## config.mk

```make
export PLATFORM = sky130hd
export DESIGN_NAME = updn_counter
export DESIGN_NICKNAME = d
export VERILOG_FILES = /design/src/rtl/updn_ctr_pkg.sv /design/src/rtl/updn_ctr_control.sv /design/src/rtl/updn_ctr_datapath.sv /design/src/rtl/updn_counter.sv
export SDC_FILE = /design/constraint.sdc
export NUM_CORES = 1
export LEC_CHECK = 0
export ABC_AREA = 1
export BUFFER_PORTS_ARGS = -buffer_cell sky130_fd_sc_hd__clkbuf_2
export CAP_MARGIN = 40
export CORE_AREA = 2 2 39 41
export DETAILED_ROUTE_END_ITERATION = 12
export DIE_AREA = 0 0 41 43
export GPL_TIMING_DRIVEN = 0
export PLACE_DENSITY = 0.52
export REMOVE_ABC_BUFFERS = 1
export SYNTH_ARGS = -nofsm -noshare
export SYNTH_HDL_FRONTEND = slang
export SYNTH_SLANG_ARGS = --single-unit
```

## constraint.sdc

```tcl
create_clock -name clk -period 3 [get_ports clk]
set_clock_uncertainty 0.1 [all_clocks]
set_input_delay 0.45 -clock clk [delete_from_list [all_inputs] [get_ports clk]]
set_output_delay 0.45 -clock clk [all_outputs]
set_load 0.1 [all_outputs]
```

## src/rtl/updn_ctr_pkg.sv

```systemverilog
package updn_ctr_pkg;

  // Per-edge action requested by the control module; at most one of
  // clear, load and step is set in any cycle.
  typedef struct packed {
    logic clear;
    logic load;
    logic step;
    logic up;
  } ctrlStrobe_t;

endpackage

```

## src/rtl/updn_ctr_control.sv

```systemverilog
module updn_ctr_control
  import updn_ctr_pkg::*;
(
  input  logic        clrN,
  input  logic        loadN,
  input  logic        enLocal,
  input  logic        enChain,
  input  logic        countUp,
  input  logic        atLimit,
  output ctrlStrobe_t strobe,
  output logic        carryOut
);

  // Fixed priority: clear, then load, then count, otherwise hold.
  always_comb begin
    strobe.clear = ~clrN;
    strobe.load  = clrN & ~loadN;
    strobe.step  = clrN & loadN & enLocal & enChain;
    strobe.up    = countUp;
  end

  // Terminal count gated only by the chaining enable.
  assign carryOut = atLimit & enChain;

  // the priority decode never requests two actions together.
  always_comb begin
    if (clrN !== 1'bx && loadN !== 1'bx)
      a_r1_single_action: assert ($onehot0({strobe.clear, strobe.load, strobe.step}));
  end

endmodule

```

## src/rtl/updn_ctr_datapath.sv

```systemverilog
module updn_ctr_datapath
  import updn_ctr_pkg::*;
#(
  parameter int WIDTH = 4
) (
  input  logic             clk,
  input  ctrlStrobe_t      strobe,
  input  logic [WIDTH-1:0] dataIn,
  output logic [WIDTH-1:0] count,
  output logic             atLimit
);

  localparam logic [WIDTH-1:0] ONE  = WIDTH'(1);
  localparam logic [WIDTH-1:0] ZERO = '0;

  logic [WIDTH-1:0] countQ;
  logic [WIDTH-1:0] countNext;

  always_comb begin
    if (strobe.clear)      countNext = ZERO;
    else if (strobe.load)  countNext = dataIn;
    else if (strobe.step)  countNext = strobe.up ? countQ + ONE : countQ - ONE;
    else                   countNext = countQ;
  end

  always_ff @(posedge clk) begin
    countQ <= countNext;
  end

  // Limit of the range in the selected direction.
  assign atLimit = strobe.up ? (&countQ) : ~(|countQ);
  assign count   = countQ;

endmodule

```

## src/rtl/updn_counter.sv

```systemverilog
module updn_counter
  import updn_ctr_pkg::*;
#(
  parameter int WIDTH = 4
) (
  input  logic             clk,
  input  logic             clrN,
  input  logic             loadN,
  input  logic             enLocal,
  input  logic             enChain,
  input  logic             countUp,
  input  logic [WIDTH-1:0] dataIn,
  output logic [WIDTH-1:0] count,
  output logic             carryOut
);

  localparam logic [WIDTH-1:0] ALL_ONES = '1;

  ctrlStrobe_t strobe;
  logic        atLimit;

  updn_ctr_control u_control (
    .clrN     (clrN),
    .loadN    (loadN),
    .enLocal  (enLocal),
    .enChain  (enChain),
    .countUp  (countUp),
    .atLimit  (atLimit),
    .strobe   (strobe),
    .carryOut (carryOut)
  );

  updn_ctr_datapath #(.WIDTH(WIDTH)) u_datapath (
    .clk     (clk),
    .strobe  (strobe),
    .dataIn  (dataIn),
    .count   (count),
    .atLimit (atLimit)
  );

  // Checks are held off until the count has been given a defined value.
  logic armed = 1'b0;
  always_ff @(posedge clk) begin
    if (!clrN || !loadN) armed <= 1'b1;
  end

  a_r1_clear_zero: assert property (@(posedge clk) disable iff (!armed)
    !clrN |=> count == '0);

  a_r2_load_data: assert property (@(posedge clk) disable iff (!armed)
    (clrN && !loadN) |=> count == $past(dataIn));

  a_r3_hold: assert property (@(posedge clk) disable iff (!armed)
    (clrN && loadN && !(enLocal && enChain)) |=> $stable(count));

  a_r4_up_wrap: assert property (@(posedge clk) disable iff (!armed)
    (clrN && loadN && enLocal && enChain && countUp && count == ALL_ONES) |=> count == '0);

  a_r5_down_wrap: assert property (@(posedge clk) disable iff (!armed)
    (clrN && loadN && enLocal && enChain && !countUp && count == '0) |=> count == ALL_ONES);

  a_r6_carry_gated: assert property (@(posedge clk) disable iff (!armed)
    carryOut |-> enChain);

endmodule

```

==> summary.md <==
| Metric | Value |
|---|---|
| Layout cell share with drive strength beyond 1 | `0.338` |
| CTS Buf Count | `3` |
| Top cells by area, synth | `dfxtp_1 (23%), nand2_1 (14%), nor2_1 (7.4%)` |
| Final period utilization | `0.699` |
| Pleak | `about 0.24 nW` |
| Final Slew Violations | `0` |
| Worst slew pin tran | `0.543 ns` |
| Worst EP arrival | `1.55 ns` |
| DR iter-0 viols | `5` |
| Largest net degree at the start of global routing | `8` |
| Synth cell types | `18` |
| Dpl cells | `84` |
| Status | `completed` |
| Starting Density | `0.255` |
| Unrepaired setup endpoints after global routing | `false` |
| Gr usage total | `0.113` |
| FMAX | `about 480 MHz` |
| Die H | `43 um` |
| Number of buffers inserted by hold repair at cts | `0` |
| Total number of vias | `386` |
| CP Launch Type | `register` |
| Yosys top cell area share | `0.227` |
| Nets | `86` |
| Critical Path End Type | `output pin` |
| Setup Buffers After CTS | `0` |
| Remaining global-route overflow | `0` |
| Synthesized flop and latch total | `4` |
| Hpwl dp | `691 um` |
| MaxCap Viol Count | `0` |
| Worst Setup Path Type | `register to output pin` |
| Cells after synthesis | `54` |
| Routed WL per cell | `roughly 9.6 um` |
| Final setup viols | `0` |
| Vias/cell | `4.44` |
| Drt total wl | `832 um` |
| Clock slew at reported path FFs | `0.03 ns` |
| Power Dens Cells | `between 400 and 500 nW/um2` |
| Final hold vios | `0` |
| Post-layout min period | `~2.1 ns` |
| Clock latency on the worst-skew pair | `0.23 ns` |
| Post-synthesis sequential area ratio | `0.227` |
| Worst hold path class | `input port to register` |
| Cell area after synthesis | `353 um2` |
| Worst VDD drop | `around 220 uV` |
| Commonest non-fill, non-tap cells in the layout | `clkbuf_2 (14), nand2_1 (13), nor2_1 (7)` |
| Syn avg cell area | `about 6.5 um2` |
| Die W | `roughly 41 um` |
| Layout area overhead | `31.9%` |
| CTS sink cnt | `4` |
| Primary FF master, synth | `dfxtp_1` |
| Final Util | `0.336` |
| Crit path max fanout | `7` |
| Cell Rows | `14` |
| Relative slew slack | `0.640` |
| Core ar. | `about 1400 um2` |
| Boundary pin count | `15` |
| Register Area | `80.1 um2` |
| Post_cts resized | `0` |
| # H-tree levels | `1` |
| CTS tree | `yes` |
| First-pass GRT wire length | `1.30 mm` |
| RD Place Congestion | `0.790` |
| Ant. Diodes | `0` |
| First-pass iteration count of the detailed router | `4` |
| Initial antenna violation count | `0` |
| Leading area contributor after synthesis | `dfxtp_1` |
| Final ANT Viol Nets | `0` |
| YS warnings | `0` |
| Final cell count without fillers | `87` |
| CP required | `about 2.5 ns` |
| Clock root cell | `clkbuf_4` |
| Count of input and output buffers | `14` |
| Max Root-Sink Buffers | `2` |
| Most common cell after layout, fill and taps aside | `clkbuf_2` |
| EDFF count, synth | `0` |
| Synth async-reset ratio | `0` |
| Die area | `approximately 1800 um2` |
| # fillers | `161` |
| Vias in the first global route | `319` |
| Largest register FFs | `4` |
| Remaining DRCs | `0` |
| Area of the multi-input gates | `about 240 um2` |
-- Yosys cell counts, types with 2 or more instances --
cell	instances
a21oi_1	4
o21ai_0	2
inv_1	5
nand2_1	13
nand3_1	4
inv_2	3
dfxtp_1	4
ha_1	2
nor2_1	7
nor2_4	2
-- critical path, stage by stage, from the launching register on --
cell      delay (ns)
dfxtp_1         0.47
a41oi_1         0.17
nor3b_1         0.19
clkbuf_2        0.48
-- final timing paths --
check / startpoint / to / slack, ns / cells past startpoint
max: u_datapath.count[0] / carryOut / 0.90 / 3
min: dataIn[2] / u_datapath.count[2] / 0.39 / 3
max reg2reg: u_datapath.count[0] / u_datapath.count[2] / 1.53 / 4
min reg2reg: u_datapath.count[3] / u_datapath.count[3] / 0.43 / 2
-- kinds of logic after synthesis --
logic type / share of synthesized area
buf+inv: 0.0851
fa+ha+maj: 0.128
compound gates: 0.170
simple gates: 0.390
flops: 0.227
-- final cells by class --
class	count	share of cell area
clock buffer	3	0.0484
inverter	8	0.0645
multi-input combinational	42	0.522
sequential	4	0.172
tap	16	0.0430
timing repair buffer	14	0.151
-- metal layers --
layer  global-route usage  share of wire  routed length, um  vias up
met5                    0              0                  0        -
met4               0.0400         0.0072                  6        0
met3               0.0628          0.055                 46        2
met2                0.144           0.46                379       11
met1                0.155           0.48                400      163
li1                     -              -                  -      210
-- report_power, final --
part	internal (mW)	total, mW	switching (mW)
registers	0.0578	0.0655	0.00762
logic	0.0253	0.0907	0.0654
clock network	0.0446	0.0652	0.0206
-- metrics by stage --
stage / setup WS [ns] / hold WS (ns) / instance area, um2 / power [mW] / setup TNS, ns
finish: 0.903 / 0.385 / 465 / 0.221 / 0
global route: 0.825 / 0.401 / 465 / 0.239 / 0
CTS: 0.886 / 0.383 / 465 / 0.226 / 0
detailed placement: 0.974 / 0.429 / 443 / 0.158 / 0
global placement: 0.978 / 0.430 / 443 / 0.156 / 0
floorplan: -1.04 / 0.488 / 353 / 0.137 / -1.04
No activity file was read; power rests on OpenSTA's default activity.
